[config.mk]
export PLATFORM = sky130hd
export DESIGN_NAME = aud_ring_engine
export DESIGN_NICKNAME = d
export VERILOG_FILES = /design/src/rtl/aud_pkg.sv /design/src/rtl/aud_seq.sv /design/src/rtl/aud_hdr.sv /design/src/rtl/aud_smp.sv /design/src/rtl/aud_ring_engine.sv
export SDC_FILE = /design/constraint.sdc
export NUM_CORES = 1
export LEC_CHECK = 0
export ABC_AREA = 1
export BUFFER_PORTS_ARGS = -buffer_cell sky130_fd_sc_hd__buf_2
export CAP_MARGIN = 0
export CORE_ASPECT_RATIO = 0.5
export CORE_MARGIN = 4
export CORE_UTILIZATION = 65
export CTS_BUF_LIST = sky130_fd_sc_hd__clkbuf_4
export DETAILED_ROUTE_END_ITERATION = 8
export PLACE_DENSITY = 0.86
export SYNTH_ARGS = -nofsm -noshare
export SYNTH_HDL_FRONTEND = slang
export SYNTH_HIERARCHICAL = 1
export SYNTH_SLANG_ARGS = --single-unit
[constraint.sdc]
create_clock -name clk -period 9.47 [get_ports clk]
set_input_delay 2.3675 -clock clk [delete_from_list [all_inputs] [get_ports clk]]
set_output_delay 2.3675 -clock clk [all_outputs]
set_load 0.1 [all_outputs]
[src/rtl/aud_pkg.sv]
package aud_pkg;
    typedef enum logic [2:0] {
        ST_IDLE,
        ST_HDR,
        ST_RUN,
        ST_FETCH,
        ST_EVEN_XFER,
        ST_ODD_XFER
    } aud_state_e;

    localparam int HDR_WORDS = 4;
    localparam int HDR_IW    = $clog2(HDR_WORDS + 1);
endpackage

[src/rtl/aud_seq.sv]
module aud_seq
    import aud_pkg::*;
(
    input  logic              clk,
    input  logic              rst_n,
    input  logic              start_req,
    input  logic              stop_req,
    input  logic              tick,
    input  logic              cdc_ready,
    output logic [HDR_IW-1:0] hdr_idx,
    output logic              hdr_rd,
    output logic              hdr_cap,
    output logic              fetch_rd,
    output logic              xfer_even,
    output logic              xfer_odd,
    output logic              clear
);
    aud_state_e state, state_nx;
    logic       phase;
    logic       stop_pend;

    always_ff @(posedge clk) begin
        if (!rst_n) state <= ST_IDLE;
        else        state <= state_nx;
    end

    always_ff @(posedge clk) begin
        if (!rst_n) begin
            hdr_idx   <= '0;
            phase     <= 1'b0;
            stop_pend <= 1'b0;
        end else if (state == ST_IDLE) begin
            hdr_idx   <= '0;
            phase     <= 1'b0;
            stop_pend <= 1'b0;
        end else begin
            if (state == ST_HDR)       hdr_idx   <= hdr_idx + 1'b1;
            if (stop_req)              stop_pend <= 1'b1;
            if (state == ST_EVEN_XFER) phase     <= 1'b1;
            if (state == ST_ODD_XFER)  phase     <= 1'b0;
        end
    end

    always_comb begin
        state_nx = state;
        unique case (state)
            ST_IDLE:      if (start_req) state_nx = ST_HDR;
            ST_HDR:       if (hdr_idx == HDR_IW'(HDR_WORDS)) state_nx = ST_RUN;
            ST_RUN: begin
                if (tick) begin
                    if (stop_pend)      state_nx = ST_IDLE;
                    else if (cdc_ready) state_nx = phase ? ST_ODD_XFER : ST_FETCH;
                end
            end
            ST_FETCH:     state_nx = ST_EVEN_XFER;
            ST_EVEN_XFER: state_nx = ST_RUN;
            ST_ODD_XFER:  state_nx = ST_RUN;
            default:      state_nx = ST_IDLE;
        endcase
    end

    always_comb begin
        hdr_rd    = 1'b0;
        hdr_cap   = 1'b0;
        fetch_rd  = 1'b0;
        xfer_even = 1'b0;
        xfer_odd  = 1'b0;
        clear     = 1'b0;
        unique case (state)
            ST_IDLE:      clear = start_req;
            ST_HDR: begin
                hdr_rd  = (hdr_idx < HDR_IW'(HDR_WORDS));
                hdr_cap = (hdr_idx != '0);
            end
            ST_RUN:       ;
            ST_FETCH:     fetch_rd  = 1'b1;
            ST_EVEN_XFER: xfer_even = 1'b1;
            ST_ODD_XFER:  xfer_odd  = 1'b1;
            default:      ;
        endcase
    end

    // a pending stop ends the run at the next tick
    a_r9_stop_at_tick: assert property (@(posedge clk) disable iff (!rst_n)
        (state == ST_RUN && tick && stop_pend) |=> (state == ST_IDLE));

    // a tick without codec ready leaves the engine waiting, phase kept
    a_r10_not_ready_hold: assert property (@(posedge clk) disable iff (!rst_n)
        (state == ST_RUN && tick && !stop_pend && !cdc_ready)
            |=> (state == ST_RUN && $stable(phase)));

    // ready ticks alternate between even and odd exchanges
    a_r4_phase_alternate: assert property (@(posedge clk) disable iff (!rst_n)
        (state == ST_RUN && tick && !stop_pend && cdc_ready)
            |=> ((state == ST_ODD_XFER) == $past(phase)));

    // header loading always ends in the running state
    a_r1_hdr_to_run: assert property (@(posedge clk) disable iff (!rst_n)
        (state == ST_HDR && hdr_idx == HDR_IW'(HDR_WORDS)) |=> (state == ST_RUN));
endmodule

[src/rtl/aud_hdr.sv]
module aud_hdr
    import aud_pkg::*;
#(
    parameter int AW = 16
) (
    input  logic              clk,
    input  logic              rst_n,
    input  logic              hdr_cap,
    input  logic [HDR_IW-1:0] hdr_idx,
    input  logic [AW-1:0]     rdata,
    input  logic              advance,
    output logic [AW-1:0]     ptr,
    output logic [AW-1:0]     in_off
);
    logic [AW-1:0] first_q, last_q, disp_q;

    // header word k arrives when the load counter reads k+1
    always_ff @(posedge clk) begin
        if (!rst_n) begin
            first_q <= '0;
            last_q  <= '0;
            disp_q  <= '0;
            ptr     <= '0;
        end else if (hdr_cap) begin
            unique case (hdr_idx)
                HDR_IW'(1): first_q <= rdata;
                HDR_IW'(2): last_q  <= rdata;
                HDR_IW'(3): ptr     <= rdata;
                HDR_IW'(4): disp_q  <= rdata;
                default:    ;
            endcase
        end else if (advance) begin
            ptr <= (ptr == last_q) ? first_q : ptr + AW'(1);
        end
    end

    assign in_off = ptr + disp_q;

    // wrap to the first offset after the last one
    a_r3_wrap_reload: assert property (@(posedge clk) disable iff (!rst_n)
        (advance && !hdr_cap && ptr == last_q) |=> (ptr == $past(first_q)));

    // otherwise step by one
    a_r3_step_one: assert property (@(posedge clk) disable iff (!rst_n)
        (advance && !hdr_cap && ptr != last_q) |=> (ptr == $past(ptr) + AW'(1)));

    // header values change only while being loaded
    a_r11_hdr_hold: assert property (@(posedge clk) disable iff (!rst_n)
        !hdr_cap |=> ($stable(first_q) && $stable(last_q) && $stable(disp_q)));
endmodule

[src/rtl/aud_smp.sv]
module aud_smp #(
    parameter int SW = 8,
    localparam int DW = 2 * SW
) (
    input  logic          clk,
    input  logic          rst_n,
    input  logic          clear,
    input  logic          xfer_even,
    input  logic          xfer_odd,
    input  logic [DW-1:0] rdata,
    input  logic [SW-1:0] rx,
    output logic [SW-1:0] tx,
    output logic [DW-1:0] store_word
);
    logic [SW-1:0] olo_q;
    logic [DW-1:0] acc_q;
    logic          xfer;

    assign xfer = xfer_even | xfer_odd;

    always_ff @(posedge clk) begin
        if (!rst_n) begin
            olo_q <= '0;
            acc_q <= '0;
        end else begin
            if (clear)          acc_q <= '0;
            else if (xfer)      acc_q <= {acc_q[SW-1:0], rx};
            if (xfer_even)      olo_q <= ~rdata[SW-1:0];
        end
    end

    always_comb begin
        tx = xfer_even ? ~rdata[DW-1:SW] : olo_q;
    end

    assign store_word = ~acc_q;

    // received byte enters low, old low byte moves high
    a_r6_pack_shift: assert property (@(posedge clk) disable iff (!rst_n)
        (xfer && !clear) |=> (acc_q[SW-1:0] == $past(rx) &&
                              acc_q[DW-1:SW] == $past(acc_q[SW-1:0])));
endmodule

[src/rtl/aud_ring_engine.sv]
module aud_ring_engine
    import aud_pkg::*;
#(
    parameter int AW = 16,
    parameter int SW = 8,
    localparam int DW = 2 * SW
) (
    input  logic          clk,
    input  logic          rst_n,
    input  logic          ctl_wr,
    input  logic [AW-1:0] ctl_addr,
    input  logic          tick,
    output logic          mem_req,
    output logic          mem_we,
    output logic [AW-1:0] mem_addr,
    output logic [DW-1:0] mem_wdata,
    input  logic [DW-1:0] mem_rdata,
    input  logic          cdc_ready,
    output logic          cdc_strobe,
    output logic [SW-1:0] cdc_tx,
    input  logic [SW-1:0] cdc_rx
);
    logic [HDR_IW-1:0] hdr_idx;
    logic hdr_rd, hdr_cap, fetch_rd, xfer_even, xfer_odd, clear;
    logic start_req, stop_req;
    logic [AW-1:0] base_q, ptr, in_off;
    logic [DW-1:0] store_word;

    assign start_req = ctl_wr && (ctl_addr[1:0] == 2'b00);
    assign stop_req  = ctl_wr && ctl_addr[0];

    always_ff @(posedge clk) begin
        if (!rst_n)     base_q <= '0;
        else if (clear) base_q <= ctl_addr;
    end

    aud_seq u_seq (
        .clk(clk), .rst_n(rst_n), .start_req(start_req), .stop_req(stop_req),
        .tick(tick), .cdc_ready(cdc_ready), .hdr_idx(hdr_idx), .hdr_rd(hdr_rd),
        .hdr_cap(hdr_cap), .fetch_rd(fetch_rd), .xfer_even(xfer_even),
        .xfer_odd(xfer_odd), .clear(clear)
    );

    aud_hdr #(.AW(AW)) u_hdr (
        .clk(clk), .rst_n(rst_n), .hdr_cap(hdr_cap), .hdr_idx(hdr_idx),
        .rdata(mem_rdata[AW-1:0]), .advance(xfer_even), .ptr(ptr), .in_off(in_off)
    );

    aud_smp #(.SW(SW)) u_smp (
        .clk(clk), .rst_n(rst_n), .clear(clear), .xfer_even(xfer_even),
        .xfer_odd(xfer_odd), .rdata(mem_rdata), .rx(cdc_rx), .tx(cdc_tx),
        .store_word(store_word)
    );

    always_comb begin
        mem_req   = hdr_rd | fetch_rd | xfer_even | xfer_odd;
        mem_we    = xfer_even | xfer_odd;
        mem_addr  = base_q;
        mem_wdata = '0;
        if (hdr_rd)         mem_addr = base_q + AW'(hdr_idx);
        else if (fetch_rd)  mem_addr = base_q + ptr;
        else if (xfer_even) begin
            mem_addr  = base_q + in_off;
            mem_wdata = store_word;
        end else if (xfer_odd) begin
            mem_addr  = base_q + AW'(2);
            mem_wdata = DW'(ptr);
        end
    end

    assign cdc_strobe = xfer_even | xfer_odd;

    // each exchange strobe is paired with one memory write
    a_r12_strobe_writes: assert property (@(posedge clk) disable iff (!rst_n)
        cdc_strobe |-> (mem_req && mem_we));

    // strobe lasts a single cycle
    a_r12_strobe_single: assert property (@(posedge clk) disable iff (!rst_n)
        cdc_strobe |=> !cdc_strobe);

    // an output word read is followed by its exchange
    a_r2_fetch_then_send: assert property (@(posedge clk) disable iff (!rst_n)
        (mem_req && !mem_we && !hdr_rd) |=> cdc_strobe);
endmodule

-- Word level (Yosys, flattened, before mapping)
Index checks and enable logic that the tools add are counted.
- add/sub/neg operators: 7
- bitwise operators: 8
- muxes and demuxes: 26
- order comparisons: 1
- eq/ne operators: 15
- reductions and logical operators: 15
- operator list (operator ; count):
    $mux W16 ; 12
    $add A16 B16 Y16 ; 3
    $mux W3 ; 6
    $add A16 B1 Y16 const B ; 1
    $add A16 B2 Y16 const B ; 1
    $add A16 B3 Y16 ; 1
    $eq A16 B16 Y1 ; 1
    $not A16 Y16 ; 1
    $not A8 Y8 ; 2
    $pmux W3 S5 ; 1
    $eq A3 B2 Y1 const B ; 4
    $eq A3 B3 Y1 const B ; 3
    $mux W8 ; 1
    $reduce_and A2 Y1 ; 4
    $eq A3 B1 Y1 const B ; 2
    $mux W1 ; 6
    $ne A2 B1 Y1 const B ; 3
    $reduce_or A2 Y1 ; 3
    $or A1 B1 Y1 ; 4
    $reduce_and A4 Y1 ; 1
    $add A3 B1 Y3 const B ; 1
    $logic_not A3 Y1 ; 1
    $lt A3 B3 Y1 const B ; 1
    $ne A3 B2 Y1 const B ; 1
    7 further kinds ; 8
- register bits after elaboration: 112
- word-level logic and storage cells: 83
- output and inout bits: 43

-- Depth between registers and ports, before layout
- depth in word-level cells: 6
- gate-level depth with buffers: 22
- mapped depth without buffers: 22

-- By module
Netlist, hierarchy kept.
- by module, submodules not included (module ; cells each ; area each (µm²) ; instances ; sequential area each (µm²)):
    aud_hdr ; 590 ; 4016.4 ; 1 ; 1281.2
    aud_ring_engine ; 640 ; 3488.3 ; 1 ; 320.3
    aud_smp ; 154 ; 1053.5 ; 1 ; 480.5
    aud_seq ; 75 ; 506.7 ; 1 ; 160.2

-- Least setup slack after synthesis
OpenSTA, ideal clock, no wires.
- path kind: input to output
- start point: input port mem_rdata[8]
- end point: output port cdc_tx[0]
- data arrival time: 4.481 ns
- stages on the path: 1
- setup slack: 2.622 ns
- path buffers: 0
- cells stage by stage: o21ai_0
- cells in the longest elaborated chain, start to end: 2
- RTL lines (item ; line ; RTL):
    start, declared ; aud_ring_engine.sv:17 ; input logic [DW-1:0] mem_rdata,
    $not A8 Y8 ; aud_smp.sv:33 ; tx = xfer_even ? ~rdata[DW-1:SW] : olo_q;
    $mux W8 ; aud_smp.sv:33 ;
    end, declared ; aud_ring_engine.sv:20 ; output logic [SW-1:0] cdc_tx,
No other way between the ends.

-- Worst setup path after layout
- start point: register u_hdr.ptr[0]
- end point: output port mem_addr[14]
- cells in the longest elaborated chain, start to end: 5
- RTL lines (item ; line ; RTL):
    start, declared ; aud_hdr.sv:12 ; output logic [AW-1:0] ptr,
    start signal, assigned ; aud_hdr.sv:28 ; HDR_IW'(3): ptr <= rdata;
    start signal, assigned ; aud_hdr.sv:33 ; ptr <= (ptr == last_q) ? first_q : ptr + AW'(1);
    $add A16 B16 Y16 ; aud_hdr.sv:37 ; assign in_off = ptr + disp_q;
    net in_off[12] ; aud_ring_engine.sv:26 ; logic [AW-1:0] base_q, ptr, in_off;
    $add A16 B16 Y16 ; aud_ring_engine.sv:63 ; mem_addr = base_q + in_off;
    $mux W16 ; aud_ring_engine.sv:62 ; else if (xfer_even) begin
    $mux W16 ; aud_ring_engine.sv:61 ; else if (fetch_rd) mem_addr = base_q + ptr;
    $mux W16 ; aud_ring_engine.sv:60 ; if (hdr_rd) mem_addr = base_q + AW'(hdr_idx);
    end, declared ; aud_ring_engine.sv:15 ; output logic [AW-1:0] mem_addr,
The timed path passes the listed nets, and every way through them passes these cells.

==> metrics <==
status finished clean; # diodes 0; startpoint types flop; sw power 0.000649 W; fmax 147 MHz; PnR Total Power about 0.0013 W; all-layer global routing usage ~37%; H-tree depth 3; max-cap violations 0; post-synth top area cell dfxtp_1; Clock Power Share roughly a fifth; CP max FO 8; arrival time worst endpoint 4.45 ns; synth warn 6; main area contributors after synthesis dfxtp_1, nand2_1, a21oi_1; switching share of power between 40% and 50%; register area share after synthesis approximately 25%; Post-Synthesis Cells between 1k and 1.5k; Period Utilization, post-route 72.0%; clk slew on worst S/H paths about 0.18 ns; routed vias about 10k; P_int approximately 0.0007 W; DIE AREA about 0.016 sq mm; setup repair bufs after CTS 0; TritonRoute pass-1 iters 6; commonest non-fill, non-tap cells in the layout nand2_1, nor2_1, inv_1; Post-Place Cell Area between 0.009 and 0.01 sq mm; Starting Density 66.7%; CTS resizes 0; CTS tree built; distinct cell type count of the synthesized netlist 46; Power Dens Cells ~140 mW/mm^2; Routed WL 29900 um; DR iter-0 viols about 1.4k; worst skew pair latency 0.53 ns; Pins Over Slew Limit 0; Final min period ~6.8 ns; first-pass GRT wire length roughly 48000 um; Worst slew margin 22.0%; hold slack 0.483 ns; gr busiest metal met2; syn avg cell area approximately 6.2 sq um; CP Class flop to output pin; crit path capture type output pin; Final Hold Viols 0; Yosys top cell area share between 20% and 30%; leakage power total 4.90 nW; FF+latch count, synth 112; Worst Hold Class flop to flop; DP HPWL roughly 23000 um; Clock Path Buffers 2; GR Layer Usage met1 48.5%; largest net degree at the start of global routing between 70 and 80; Std-Cell Core Area 0.0136 sq mm; M3 GR Usage ~8.6%; DIE WIDTH between 150 and 200 um; root buf cell clkbuf_4; skew final about 0.02 ns; Sink Count roughly 110; unrepaired setup endpoints after global routing no; Post-Syn Area roughly 0.009 sq mm; Layout area overhead 6.65%; hold buffers post-CTS 0; M2 GR Usage about three fifths; Combinational Power Share 40.9%; commonest non-fill, non-tap cell in the layout nand2_1; Crit path required time just over 7 ns; GR Overflow Total 0; CTS buffer count 9; WL per Instance 17.4 um; GP Congestion roughly 1.0; fillcell total 1194; vias in the first global route ~9.6k; I/O Pins 88; final setup fails 0; antenna violations before repair 0; Post-Route Setup TNS 0 ns; layout cells sized above 1 about an eighth; register share of total power between 30% and 40%; die height 91.5 um; VDD IR max roughly 110 uV; Nets between 1.5k and 2k; Worst-Margin Slew between 1 and 1.5 ns; Final Util 71.2%; routed vias/inst approximately 6.0; row cnt 30; residual DRC count 0; synthesized net count 1560; Final Cell Area a little under 0.01 sq mm; IO buf count slightly below 90; post-route ant nets 0
-- power by group through the flow --
stage	Sequential (W)	Clock [W]	Combinational (W)
after floorplan	0.000514	0	0.000425
after global placement	0.000526	0	0.000519
after detailed placement	0.000527	0	0.000530
after CTS	0.000518	0.000268	0.000532
after global routing	0.000521	0.000284	0.000573
final	0.000519	0.000267	0.000543
-- critical path: stages, from the launching register on --
cell and delay (ns):
dfxtp_1 0.44, ha_1 0.28, fa_1 0.42, nand3_1 0.12, nand2_1 0.10, a21oi_1 0.30
o21ai_0 0.18, a21oi_1 0.18, xor2_1 0.28, ha_1 0.34, nand2_1 0.11, inv_1 0.04
nand2_1 0.05, nand2_1 0.04, a21oi_1 0.15, nand2_1 0.07, nand2_1 0.06, nand3_1 0.08
nand2_1 0.08, nand2_1 0.06, a21oi_1 0.13, buf_2 0.44
-- Yosys cell counts (all sizes together) --
master / count
nor2: 193
nor4: 1
xor2: 29
nand3b: 8
clkbuf: 21
a211oi: 1
xnor2: 8
nor3: 12
inv: 192
a21o: 2
buf: 23
or2: 2
o311ai: 1
o22ai: 1
nand3: 105
nand2: 378
nor3b: 1
a21oi: 150
clkinv: 5
o21ai: 123
o2111ai: 1
o31ai: 2
dfxtp: 112
o211ai: 4
nand4: 5
fa: 4
a22oi: 17
o221ai: 3
ha: 52
o21bai: 3
-- final cells by class --
type                            count  area (sq um)  share of cell area (%)
Multi-Input combinational cell   1106          5830                    60.3
Sequential cell                   112          2240                    23.2
Inverter                          197           739                    7.65
Timing Repair Buffer               92           473                    4.89
Tap cell                          192           240                    2.48
Clock inverter                      6          78.8                   0.815
Clock buffer                        9          67.6                   0.699
-- kinds of logic after synthesis --
group	share of synthesized area [%]
DFF	24.7
and+or+nand+nor	34.1
AOI/OAI and AO/OA	18.5
adders and majority gates	8.06
xor gates and xnor gates	3.57
buffers and inverters	11.1
-- registers in the layout, indices dropped and copies added, names as in the netlist, 3 cells and up --
signal,cells
base_q,16
u_hdr/disp_q,16
u_hdr/first_q,16
u_hdr/last_q,16
u_hdr/ptr,16
u_smp/acc_q,16
u_smp/olo_q,8
u_seq/hdr_idx,3
u_seq/state,3
-- metal layers --
metal	share of wire (%)	up-vias
met2	43	684
met1	40	4614
met3	13	124
li1	-	4832
met5	0	-
met4	3.8	0
-- through the flow --
stage          worst slack, ns  instances
2_1_floorplan             2.62       1459
3_3_place_gp              3.37       1699
3_5_place_dp              3.27       1699
4_1_cts                   2.67       1714
5_1_grt                   2.25       1714
6_report                  2.65       1714
-- path summary, 6_finish.rpt --
check                           slack (ns)              from          endpoint  cells after the start
worst min-delay path                  0.48  u_hdr/last_q[13]  u_hdr/last_q[13]                      2
worst max register to register        5.95  u_seq/hdr_idx[1]   u_hdr/last_q[5]                      9
worst max-delay path                  2.65      u_hdr/ptr[0]      mem_addr[14]                     21
worst min register to register        0.48  u_hdr/last_q[13]  u_hdr/last_q[13]                      2
No activity file was read; power rests on OpenSTA's default activity.
